--- config.mk ---
export PLATFORM = sky130hd
export DESIGN_NAME = sg_dma_engine
export DESIGN_NICKNAME = d
export VERILOG_FILES = /design/src/rtl/sgd_pkg.sv /design/src/rtl/sgd_cmd_check.sv /design/src/rtl/sgd_port_route.sv /design/src/rtl/sgd_walk_ctrl.sv /design/src/rtl/sg_dma_engine.sv
export SDC_FILE = /design/constraint.sdc
export NUM_CORES = 1
export LEC_CHECK = 0
export ABC_CLOCK_PERIOD_IN_PS = 8200
export BUFFER_PORTS_ARGS = -buffer_cell sky130_fd_sc_hd__buf_4
export CAP_MARGIN = 10
export CORE_AREA = 2 2 258 260
export DETAILED_ROUTE_END_ITERATION = 12
export DIE_AREA = 0 0 260 262
export PLACE_DENSITY = 0.44
export SYNTH_ARGS = -nofsm -noshare
export SYNTH_HDL_FRONTEND = slang
export SYNTH_HIERARCHICAL = 1
export SYNTH_SLANG_ARGS = --single-unit
--- constraint.sdc ---
create_clock -name clk -period 8.2 [get_ports clk]
set_input_delay 1.64 -clock clk [delete_from_list [all_inputs] [get_ports clk]]
set_output_delay 1.64 -clock clk [all_outputs]
set_load 0.01 [all_outputs]
--- src/rtl/sgd_pkg.sv ---
package sgd_pkg;

  typedef enum logic [2:0] {
    S_IDLE,
    S_FETCH_DESC,
    S_READ,
    S_WRITE,
    S_NEXT,
    S_DONE
  } walk_state_e;

  localparam int DESC_SIZE_W = 32;

  function automatic logic is_aligned(input logic [31:0] v, input int sh);
    logic [31:0] mask;
    mask = (32'd1 << sh) - 32'd1;
    return (v & mask) == 32'd0;
  endfunction

  function automatic logic size_fits(input logic [31:0] sz, input int max_b);
    return sz <= 32'(max_b);
  endfunction

  function automatic logic list_len_ok(input logic [31:0] n, input int lo, input int hi);
    return (n >= 32'(lo)) && (n <= 32'(hi));
  endfunction

  function automatic logic elem_ok(input logic [31:0] ra, input logic [31:0] sz,
                                   input int sh, input int max_b);
    return is_aligned(ra, sh) && is_aligned(sz, sh) && size_fits(sz, max_b);
  endfunction

endpackage

--- src/rtl/sgd_cmd_check.sv ---
module sgd_cmd_check
  import sgd_pkg::*;
#(
  parameter int LA_W     = 16,
  parameter int RA_W     = 32,
  parameter int CSZ_W    = 20,
  parameter int BEAT_SH  = 4,
  parameter int MAX_BLK  = 16384,
  parameter int MIN_LIST = 2,
  parameter int MAX_LIST = 2048
) (
  input  logic             is_list,
  input  logic [LA_W-1:0]  laddr,
  input  logic [RA_W-1:0]  raddr,
  input  logic [CSZ_W-1:0] size,
  input  logic [LA_W-1:0]  lptr,
  output logic             bad
);

  logic lad_ok;
  assign lad_ok = is_aligned(32'(laddr), BEAT_SH);

  always_comb begin
    if (is_list) begin
      bad = !lad_ok || !is_aligned(32'(lptr), BEAT_SH) ||
            !list_len_ok(32'(size), MIN_LIST, MAX_LIST);
    end else begin
      bad = !lad_ok || !elem_ok(32'(raddr), 32'(size), BEAT_SH, MAX_BLK);
    end
  end

endmodule

--- src/rtl/sgd_port_route.sv ---
module sgd_port_route #(
  parameter int LA_W   = 16,
  parameter int RA_W   = 32,
  parameter int DATA_W = 128
) (
  input  logic              rq_valid,
  input  logic              rq_local,
  input  logic              rq_we,
  input  logic [RA_W-1:0]   rq_addr,
  input  logic [DATA_W-1:0] rq_wdata,
  output logic              rq_ready,
  output logic              rs_valid,
  output logic [DATA_W-1:0] rs_data,
  output logic              l_req_valid,
  input  logic              l_req_ready,
  output logic              l_req_we,
  output logic [LA_W-1:0]   l_req_addr,
  output logic [DATA_W-1:0] l_req_wdata,
  input  logic              l_rsp_valid,
  input  logic [DATA_W-1:0] l_rsp_rdata,
  output logic              r_req_valid,
  input  logic              r_req_ready,
  output logic              r_req_we,
  output logic [RA_W-1:0]   r_req_addr,
  output logic [DATA_W-1:0] r_req_wdata,
  input  logic              r_rsp_valid,
  input  logic [DATA_W-1:0] r_rsp_rdata
);

  assign l_req_valid = rq_valid && rq_local;
  assign r_req_valid = rq_valid && !rq_local;
  assign l_req_we    = rq_we;
  assign r_req_we    = rq_we;
  assign l_req_addr  = rq_addr[LA_W-1:0];
  assign r_req_addr  = rq_addr;
  assign l_req_wdata = rq_wdata;
  assign r_req_wdata = rq_wdata;

  assign rq_ready = rq_local ? l_req_ready : r_req_ready;
  // Only one request is ever in flight, so the two responses never collide.
  assign rs_valid = l_rsp_valid || r_rsp_valid;
  assign rs_data  = l_rsp_valid ? l_rsp_rdata : r_rsp_rdata;

endmodule

--- src/rtl/sgd_walk_ctrl.sv ---
module sgd_walk_ctrl
  import sgd_pkg::*;
#(
  parameter int LA_W     = 16,
  parameter int RA_W     = 32,
  parameter int CSZ_W    = 20,
  parameter int DATA_W   = 128,
  parameter int MAX_BLK  = 16384,
  parameter int MAX_LIST = 2048
) (
  input  logic              clk,
  input  logic              rst_n,
  input  logic              cmd_take,
  input  logic              cmd_bad,
  input  logic              cmd_put,
  input  logic              cmd_list,
  input  logic [LA_W-1:0]   cmd_laddr,
  input  logic [RA_W-1:0]   cmd_raddr,
  input  logic [CSZ_W-1:0]  cmd_size,
  input  logic [LA_W-1:0]   cmd_lptr,
  input  logic [1:0]        stat_clr,
  output logic              idle,
  output logic              busy,
  output logic              irq,
  output logic              err,
  output logic              elem_abort,
  output logic              rq_valid,
  output logic              rq_local,
  output logic              rq_we,
  output logic [RA_W-1:0]   rq_addr,
  output logic [DATA_W-1:0] rq_wdata,
  input  logic              rq_ready,
  input  logic              rs_valid,
  input  logic [DATA_W-1:0] rs_data
);

  localparam int BEAT_B  = DATA_W / 8;
  localparam int BEAT_SH = $clog2(BEAT_B);
  localparam int SZ_W    = $clog2(MAX_BLK + 1);
  localparam int CNT_W   = $clog2(MAX_LIST + 1);
  localparam logic [LA_W-1:0] L_STEP = LA_W'(BEAT_B);
  localparam logic [RA_W-1:0] R_STEP = RA_W'(BEAT_B);
  localparam logic [SZ_W-1:0] S_STEP = SZ_W'(BEAT_B);

  walk_state_e       state;
  logic              pend;
  logic              put_q;
  logic [LA_W-1:0]   laddr_q;
  logic [RA_W-1:0]   raddr_q;
  logic [LA_W-1:0]   dptr_q;
  logic [SZ_W-1:0]   rem_q;
  logic [CNT_W-1:0]  elems_q;
  logic [DATA_W-1:0] beat_q;

  logic [RA_W-1:0]        d_raddr;
  logic [DESC_SIZE_W-1:0] d_size;
  logic                   d_ok;
  logic                   rsp_here;

  assign d_raddr  = rs_data[RA_W-1:0];
  assign d_size   = rs_data[RA_W +: DESC_SIZE_W];
  assign d_ok     = elem_ok(32'(d_raddr), d_size, BEAT_SH, MAX_BLK);
  assign rsp_here = pend && rs_valid;

  assign idle       = (state == S_IDLE);
  assign busy       = !idle;
  assign elem_abort = (state == S_FETCH_DESC) && rsp_here && !d_ok;

  always_comb begin
    rq_valid = 1'b0;
    rq_local = 1'b1;
    rq_we    = 1'b0;
    rq_addr  = '0;
    rq_wdata = beat_q;
    unique case (state)
      S_FETCH_DESC: begin
        rq_valid = !pend;
        rq_addr  = RA_W'(dptr_q);
      end
      S_READ: begin
        rq_valid = !pend;
        rq_local = put_q;
        rq_addr  = put_q ? RA_W'(laddr_q) : raddr_q;
      end
      S_WRITE: begin
        rq_valid = !pend;
        rq_local = !put_q;
        rq_we    = 1'b1;
        rq_addr  = put_q ? raddr_q : RA_W'(laddr_q);
      end
      default: ;
    endcase
  end

  always_ff @(posedge clk) begin
    if (!rst_n) begin
      state   <= S_IDLE;
      pend    <= 1'b0;
      put_q   <= 1'b0;
      laddr_q <= '0;
      raddr_q <= '0;
      dptr_q  <= '0;
      rem_q   <= '0;
      elems_q <= '0;
      beat_q  <= '0;
      irq     <= 1'b0;
      err     <= 1'b0;
    end else begin
      if (stat_clr[0]) irq <= 1'b0;
      if (stat_clr[1]) err <= 1'b0;
      if (rq_valid && rq_ready) pend <= 1'b1;
      if (rsp_here) pend <= 1'b0;
      unique case (state)
        S_IDLE: begin
          if (cmd_take && cmd_bad) begin
            err <= 1'b1;
          end else if (cmd_take) begin
            put_q   <= cmd_put;
            laddr_q <= cmd_laddr;
            if (cmd_list) begin
              elems_q <= cmd_size[CNT_W-1:0];
              dptr_q  <= cmd_lptr;
              state   <= S_FETCH_DESC;
            end else begin
              elems_q <= '0;
              raddr_q <= cmd_raddr;
              rem_q   <= cmd_size[SZ_W-1:0];
              state   <= (cmd_size == '0) ? S_NEXT : S_READ;
            end
          end
        end
        S_FETCH_DESC: begin
          if (rsp_here) begin
            elems_q <= elems_q - 1'b1;
            dptr_q  <= dptr_q + L_STEP;
            if (!d_ok) begin
              err   <= 1'b1;
              state <= S_IDLE;
            end else begin
              raddr_q <= d_raddr;
              rem_q   <= d_size[SZ_W-1:0];
              state   <= (d_size == '0) ? S_NEXT : S_READ;
            end
          end
        end
        S_READ: begin
          if (rsp_here) begin
            beat_q <= rs_data;
            state  <= S_WRITE;
          end
        end
        S_WRITE: begin
          if (rsp_here) begin
            laddr_q <= laddr_q + L_STEP;
            raddr_q <= raddr_q + R_STEP;
            rem_q   <= rem_q - S_STEP;
            state   <= (rem_q == S_STEP) ? S_NEXT : S_READ;
          end
        end
        S_NEXT: state <= (elems_q == '0) ? S_DONE : S_FETCH_DESC;
        S_DONE: begin
          irq   <= 1'b1;
          state <= S_IDLE;
        end
        default: state <= S_IDLE;
      endcase
    end
  end

endmodule

--- src/rtl/sg_dma_engine.sv ---
module sg_dma_engine #(
  parameter int LA_W     = 16,
  parameter int RA_W     = 32,
  parameter int CSZ_W    = 20,
  parameter int DATA_W   = 128,
  parameter int MAX_BLK  = 16384,
  parameter int MIN_LIST = 2,
  parameter int MAX_LIST = 2048
) (
  input  logic              clk,
  input  logic              rst_n,
  input  logic              cmd_valid,
  output logic              cmd_ready,
  input  logic              cmd_put,
  input  logic              cmd_list,
  input  logic [LA_W-1:0]   cmd_laddr,
  input  logic [RA_W-1:0]   cmd_raddr,
  input  logic [CSZ_W-1:0]  cmd_size,
  input  logic [LA_W-1:0]   cmd_lptr,
  input  logic [1:0]        stat_clr,
  output logic              busy,
  output logic              irq,
  output logic              err,
  output logic              l_req_valid,
  input  logic              l_req_ready,
  output logic              l_req_we,
  output logic [LA_W-1:0]   l_req_addr,
  output logic [DATA_W-1:0] l_req_wdata,
  input  logic              l_rsp_valid,
  input  logic [DATA_W-1:0] l_rsp_rdata,
  output logic              r_req_valid,
  input  logic              r_req_ready,
  output logic              r_req_we,
  output logic [RA_W-1:0]   r_req_addr,
  output logic [DATA_W-1:0] r_req_wdata,
  input  logic              r_rsp_valid,
  input  logic [DATA_W-1:0] r_rsp_rdata
);

  localparam int BEAT_SH = $clog2(DATA_W / 8);

  logic              idle;
  logic              cmd_take;
  logic              cmd_bad;
  logic              cmd_reject;
  logic              elem_abort;
  logic              rq_valid, rq_local, rq_we, rq_ready, rs_valid;
  logic [RA_W-1:0]   rq_addr;
  logic [DATA_W-1:0] rq_wdata, rs_data;

  assign cmd_ready  = idle;
  assign cmd_take   = cmd_valid && idle;
  assign cmd_reject = cmd_take && cmd_bad;

  sgd_cmd_check #(
    .LA_W(LA_W), .RA_W(RA_W), .CSZ_W(CSZ_W), .BEAT_SH(BEAT_SH),
    .MAX_BLK(MAX_BLK), .MIN_LIST(MIN_LIST), .MAX_LIST(MAX_LIST)
  ) u_check (
    .is_list(cmd_list), .laddr(cmd_laddr), .raddr(cmd_raddr),
    .size(cmd_size), .lptr(cmd_lptr), .bad(cmd_bad)
  );

  sgd_walk_ctrl #(
    .LA_W(LA_W), .RA_W(RA_W), .CSZ_W(CSZ_W), .DATA_W(DATA_W),
    .MAX_BLK(MAX_BLK), .MAX_LIST(MAX_LIST)
  ) u_ctrl (
    .clk(clk), .rst_n(rst_n),
    .cmd_take(cmd_take), .cmd_bad(cmd_bad), .cmd_put(cmd_put),
    .cmd_list(cmd_list), .cmd_laddr(cmd_laddr), .cmd_raddr(cmd_raddr),
    .cmd_size(cmd_size), .cmd_lptr(cmd_lptr), .stat_clr(stat_clr),
    .idle(idle), .busy(busy), .irq(irq), .err(err), .elem_abort(elem_abort),
    .rq_valid(rq_valid), .rq_local(rq_local), .rq_we(rq_we),
    .rq_addr(rq_addr), .rq_wdata(rq_wdata), .rq_ready(rq_ready),
    .rs_valid(rs_valid), .rs_data(rs_data)
  );

  sgd_port_route #(
    .LA_W(LA_W), .RA_W(RA_W), .DATA_W(DATA_W)
  ) u_route (
    .rq_valid(rq_valid), .rq_local(rq_local), .rq_we(rq_we),
    .rq_addr(rq_addr), .rq_wdata(rq_wdata), .rq_ready(rq_ready),
    .rs_valid(rs_valid), .rs_data(rs_data),
    .l_req_valid(l_req_valid), .l_req_ready(l_req_ready), .l_req_we(l_req_we),
    .l_req_addr(l_req_addr), .l_req_wdata(l_req_wdata),
    .l_rsp_valid(l_rsp_valid), .l_rsp_rdata(l_rsp_rdata),
    .r_req_valid(r_req_valid), .r_req_ready(r_req_ready), .r_req_we(r_req_we),
    .r_req_addr(r_req_addr), .r_req_wdata(r_req_wdata),
    .r_rsp_valid(r_rsp_valid), .r_rsp_rdata(r_rsp_rdata)
  );

endmodule

; ---- Word level (Yosys, flattened, before mapping)
; Index checks and enable logic that the tools add are counted.
[word_totals]
register_bits = 226
[classes]
addsub = 5
magnitude_cmp = 4
reduce_logical = 46
bitwise_logic = 2
mux = 56
n_eq_ne = 14
[op_table]
columns = operator, count
row1 = two-way mux 32 bit, 8
row2 = zero test 32 bit, 7
row3 = case mux 32 bit (3 select lines), 2
row4 = two-way mux 128 bit, 1
row5 = two-way mux 16 bit, 7
row6 = two-way mux 15 bit, 6
row7 = case mux 16 bit (2 select lines), 2
row8 = two-way mux 12 bit, 4
row9 = case mux 15 bit (3 select lines), 1
row10 = two-way mux 3 bit, 11
row11 = "adder 16 x 5 -> 16 bit, second input constant", 2
row12 = "adder 32 x 5 -> 32 bit, second input constant", 1
row13 = "less-or-equal comparator 32 x 15 -> 1 bit, second input constant", 1
row14 = case mux 12 bit (2 select lines), 1
row15 = ">= comparator 20 x 2 -> 1 bit, second input constant", 1
row16 = "less-or-equal comparator 20 x 12 -> 1 bit, second input constant", 1
row17 = "less-or-equal comparator 20 x 15 -> 1 bit, second input constant", 1
row18 = zero test 20 bit, 1
row19 = "== test 15 x 5 -> 1 bit, second input constant", 1
row20 = case mux 3 bit (5 select lines), 1
row21 = "subtractor 15 x 5 -> 15 bit, second input constant", 1
row22 = zero test 12 bit, 1
row23 = "subtractor 12 x 1 -> 12 bit, second input constant", 1
row24 = logical AND 1 bit, 11
row25 = other kinds (20), 53

; ---- Longest topological paths before layout
[logic_depth]
depth_word = 9
mapped_depth = 11

; ---- Hierarchy
; Netlist, hierarchy kept.
[by_module_without_submodules]
columns = module, seq_area_each_um2, cells_per_inst, area_each_um2, instances
row1 = sgd_walk_ctrl, 4524.3, 1484, 11228.3, 1
row2 = sgd_port_route, 0.0, 452, 3920.0, 1
row3 = sgd_cmd_check, 0.0, 21, 135.1, 1
row4 = sg_dma_engine, 0.0, 1, 6.3, 1

; ---- Worst setup path after synthesis
; No wires, ideal clock.
[synth_timing]
path_type = in2reg
startpoint = in cmd_size[3]
endpoint = reg u_ctrl.raddr_q[24]
setup_time_ns = 0.134
cell_stages = 11
required_time_ns = 8.066
setup_slack_ns = 3.844
arrival_ns = 4.222
path_cell_list = or3_1 -> or4b_1 -> o31ai_1 -> a32oi_1 -> nor4b_2 -> nand2_1 -> a21o_1 -> buf_2 -> buf_2 -> o311ai_0 -> o31ai_1
[synth_via]
elab_chain_len = 9
[synth_rtl]
columns = element, line
row1 = "start, declared", sg_dma_engine.sv:18  ; input logic [CSZ_W-1:0] cmd_size,
row2 = branches (longest 5 deep; another with less-or-equal comparator 20 x 15 -> 1 bit), n/a
row3 = two-way mux 1 bit *, sgd_cmd_check.sv:24  ; if (is_list) begin
row4 = net cmd_bad, sg_dma_engine.sv:44  ; logic cmd_bad;
row5 = logical AND 1 bit *, sgd_walk_ctrl.sv:115  ; if (cmd_take && cmd_bad) begin
row6 = != test 2 bit (no line) *, n/a
row7 = AND reduction 7 bit (no line) *, n/a
row8 = "end signal, assigned", sgd_walk_ctrl.sv:126  ; raddr_q <= cmd_raddr;
row9 = "end signal, assigned", sgd_walk_ctrl.sv:140  ; raddr_q <= d_raddr;
row10 = "end signal, assigned", sgd_walk_ctrl.sv:155  ; raddr_q <= raddr_q + R_STEP;
row11 = "end, declared", sgd_walk_ctrl.sv:49  ; logic [RA_W-1:0] raddr_q;
; Mark *: on every way through the listed nets, which the timed path passes.
; A chain may end at the register's enable or synchronous reset.

; ---- Final worst setup path
[layout_timing]
startpoint = in cmd_size[3]
endpoint = reg u_ctrl.rem_q[8]
[layout_via]
elab_chain_len = 9
[layout_rtl]
columns = element, line
row1 = branches (longest 5 deep; another with less-or-equal comparator 20 x 15 -> 1 bit), n/a
row2 = two-way mux 1 bit *, sgd_cmd_check.sv:24
row3 = net cmd_bad, sg_dma_engine.sv:44
row4 = logical AND 1 bit *, sgd_walk_ctrl.sv:115
row5 = != test 2 bit (no line) *, n/a
row6 = AND reduction 7 bit (no line) *, n/a
row7 = "end signal, assigned", sgd_walk_ctrl.sv:127  ; rem_q <= cmd_size[SZ_W-1:0];
row8 = "end signal, assigned", sgd_walk_ctrl.sv:141  ; rem_q <= d_size[SZ_W-1:0];
row9 = "end signal, assigned", sgd_walk_ctrl.sv:156  ; rem_q <= rem_q - S_STEP;
row10 = "end, declared", sgd_walk_ctrl.sv:51  ; logic [SZ_W-1:0] rem_q;
; Marked as above.

==> results.cfg <==
[routing]
dr.pass1.iters = 5
vias = 15100
drtIter0Drc = 1147
wl_per_cell_um = 22.4
via_per_inst = 4.85
drc = 0
totalWireLength_um = 69900
ant_nets = 0

[global_route]
antenna_found_initial = 7
grt_pass1_wl_um = 97800
overflow = 0
grt_util_all_layers = 0.190
grt_pass1_vias = 14600
grt_max_degree = 140

[sta]
period_share = 0.673
hold_viol = 0
finalSetupViolCount = 0
fin_hold_ws_ns = 0.458
max_freq_mhz = 181
skew_ns = 0.0341
setup_ws_ns = 2.68
tightest_slew_ns = 1.25
tns_ns = 0
final_max_slew_viol_count = 0
grt_setup_unrepaired = false
max_slew_margin = 0.164
post-route-min-period_ns = 5.52

[yosys]
syn_inst = 1957
syn_nets = 2314
synthesis.area_sq_um = 15300
yosys_warnings = 6
syn_area_per_cell_sq_um = 7.81

[floorplan]
die_w_um = 260
ios = 663
initial_core_util = 0.234
dieArea_sq_um = 68100
fp.dieH_um = 262
coreArea_sq_um = 65300
rows = 94

[worst_setup_path]
critPathRequiredTime_ns = 8.68
critical_path_class = in2reg
slowest_delay_ns = 0.86
path_common_cell = nand2_1
r2r-start = u_ctrl/state[1]$_SDFFE_PN0P_
arrival_ns = 6.00
critical_path_peak_fanout = 22
critPathLaunch = cmd_size[3]
cp_slowest_cell = nand2_1
endpoint_kind = register
start_kind = input port
path_cells = buf_4 -> or3_1 -> or4b_1 -> o31ai_1 -> a32oi_1 -> nor4b_2 -> nand2_1 -> a21oi_1 -> nand2_1 -> o41ai_1

[final_layout]
drive_above_1_share = 0.400
fill_cells = 7060
nets = 2583
stdcell_count = 3114
area_growth_pct = 28.1

[cts]
cts_hold_buf = 0
numCtsBuffers = 30
postCtsSetupBuffers = 0
htreeDepth = 1
path_clk_slew_ns = 0.06
cts_sinks = 226
clock_path_buffers = 3
tritoncts = built
cts-resized-gates = 0
worstSkewPairLatency_ns = 0.60
clockRootBuffer = clkbuf_16

[power]
ir_drop_mv = 0.128
p_leak_nw = 8.09
power_w = 0.00279
pwr_density_cell_nw_per_um2 = 142

[placement]
pre_cts_ws_ns = 2.12
placed_cells = 3058
port_buffers = 662
place_hpwl_um = 53700
place_congestion = 0.842

[worst_hold_path]
hold_path_class = reg2reg
min_from = u_ctrl/dptr_q[3]$_SDFFE_PN0P_

[run]
drv_cap = 0

[outcome]
status = finished, final reports clean
-- critical path: cells and delay by family --
family                 cells  cell delay (ns)
buffers and inverters      1             0.12
AO/OA/AOI/OAI              4             1.90
AND/OR/NAND/NOR            5             2.33
-- stage by stage --
step,utilization,cell area [sq um]
after floorplan,-,15300
after global placement,0.284,18500
after detailed placement,0.284,18500
after CTS,0.300,19600
after global routing,0.300,19600
final,0.300,19600
-- flip-flops by register name (all words and copies together), names as in the netlist --
name             count
u_ctrl/rq_wdata    128
u_ctrl/raddr_q      32
u_ctrl/dptr_q       16
u_ctrl/laddr_q      16
u_ctrl/rem_q        15
u_ctrl/elems_q      12
u_ctrl/state         3
u_ctrl/err           1
u_ctrl/irq           1
u_ctrl/pend          1
u_ctrl/put_q         1
-- final timing paths --
path | slack, ns | depth (start not counted) | to
worst min-delay path | 0.46 | 2 | u_ctrl/dptr_q[3]$_SDFFE_PN0P_
worst max register to register | 4.03 | 8 | u_ctrl/rem_q[8]$_SDFFE_PN0P_
worst max-delay path | 2.68 | 10 | u_ctrl/rem_q[8]$_SDFFE_PN0P_
worst min register to register | 0.46 | 2 | u_ctrl/dptr_q[3]$_SDFFE_PN0P_
-- where the power goes --
| group | total, W | switching (W) | internal, W |
|---|---|---|---|
| clock network | 0.00140 | 0.000540 | 0.000856 |
| registers | 0.00110 | 0.000000283 | 0.00110 |
| logic | 0.000293 | 0.000126 | 0.000168 |
-- routing by layer --
layer,track usage,up-vias,part of all wire
met4,0.0570,8,0.032
li1,-,7176,-
met1,0.226,7253,0.40
met5,0,-,0.00077
met3,0.0349,104,0.059
met2,0.344,550,0.51
-- layout make-up --
| type | instances | area, sq um | share of cell area |
|---|---|---|---|
| multi-input combinational | 1249 | 7670 | 0.392 |
| timing repair buffer | 680 | 5110 | 0.261 |
| sequential | 226 | 4530 | 0.231 |
| tap | 864 | 1080 | 0.0552 |
| clock buffer | 43 | 870 | 0.0444 |
| clock inverter | 11 | 169 | 0.00863 |
| inverter | 39 | 151 | 0.00773 |
| antenna | 2 | 5.00 | 0.000256 |
-- cells in the final DEF, fill, tap and decap left out, types with 5 or more instances in the layout --
master / instances
o31a_1: 5
o21ai_0: 49
a31oi_1: 26
and3_1: 22
a221oi_1: 10
a22oi_1: 8
nor2_1: 90
ha_1: 6
buf_4: 679
a222oi_1: 15
o221a_2: 9
clkbuf_1: 6
or3_1: 8
nor4_1: 28
o31ai_1: 15
a2bb2oi_1: 5
mux2_2: 129
nor3b_1: 5
and2_1: 21
a21oi_1: 211
clkinv_2: 5
clkbuf_16: 30
a31o_2: 7
o311ai_0: 24
nand4_1: 13
a211oi_1: 17
nand2_1: 342
nor3_1: 27
dfxtp_1: 225
inv_1: 38
nand3_1: 36
clkbuf_8: 7
o41ai_1: 13
or4_1: 5
a41oi_1: 7
(Power assumes the default switching activity.)
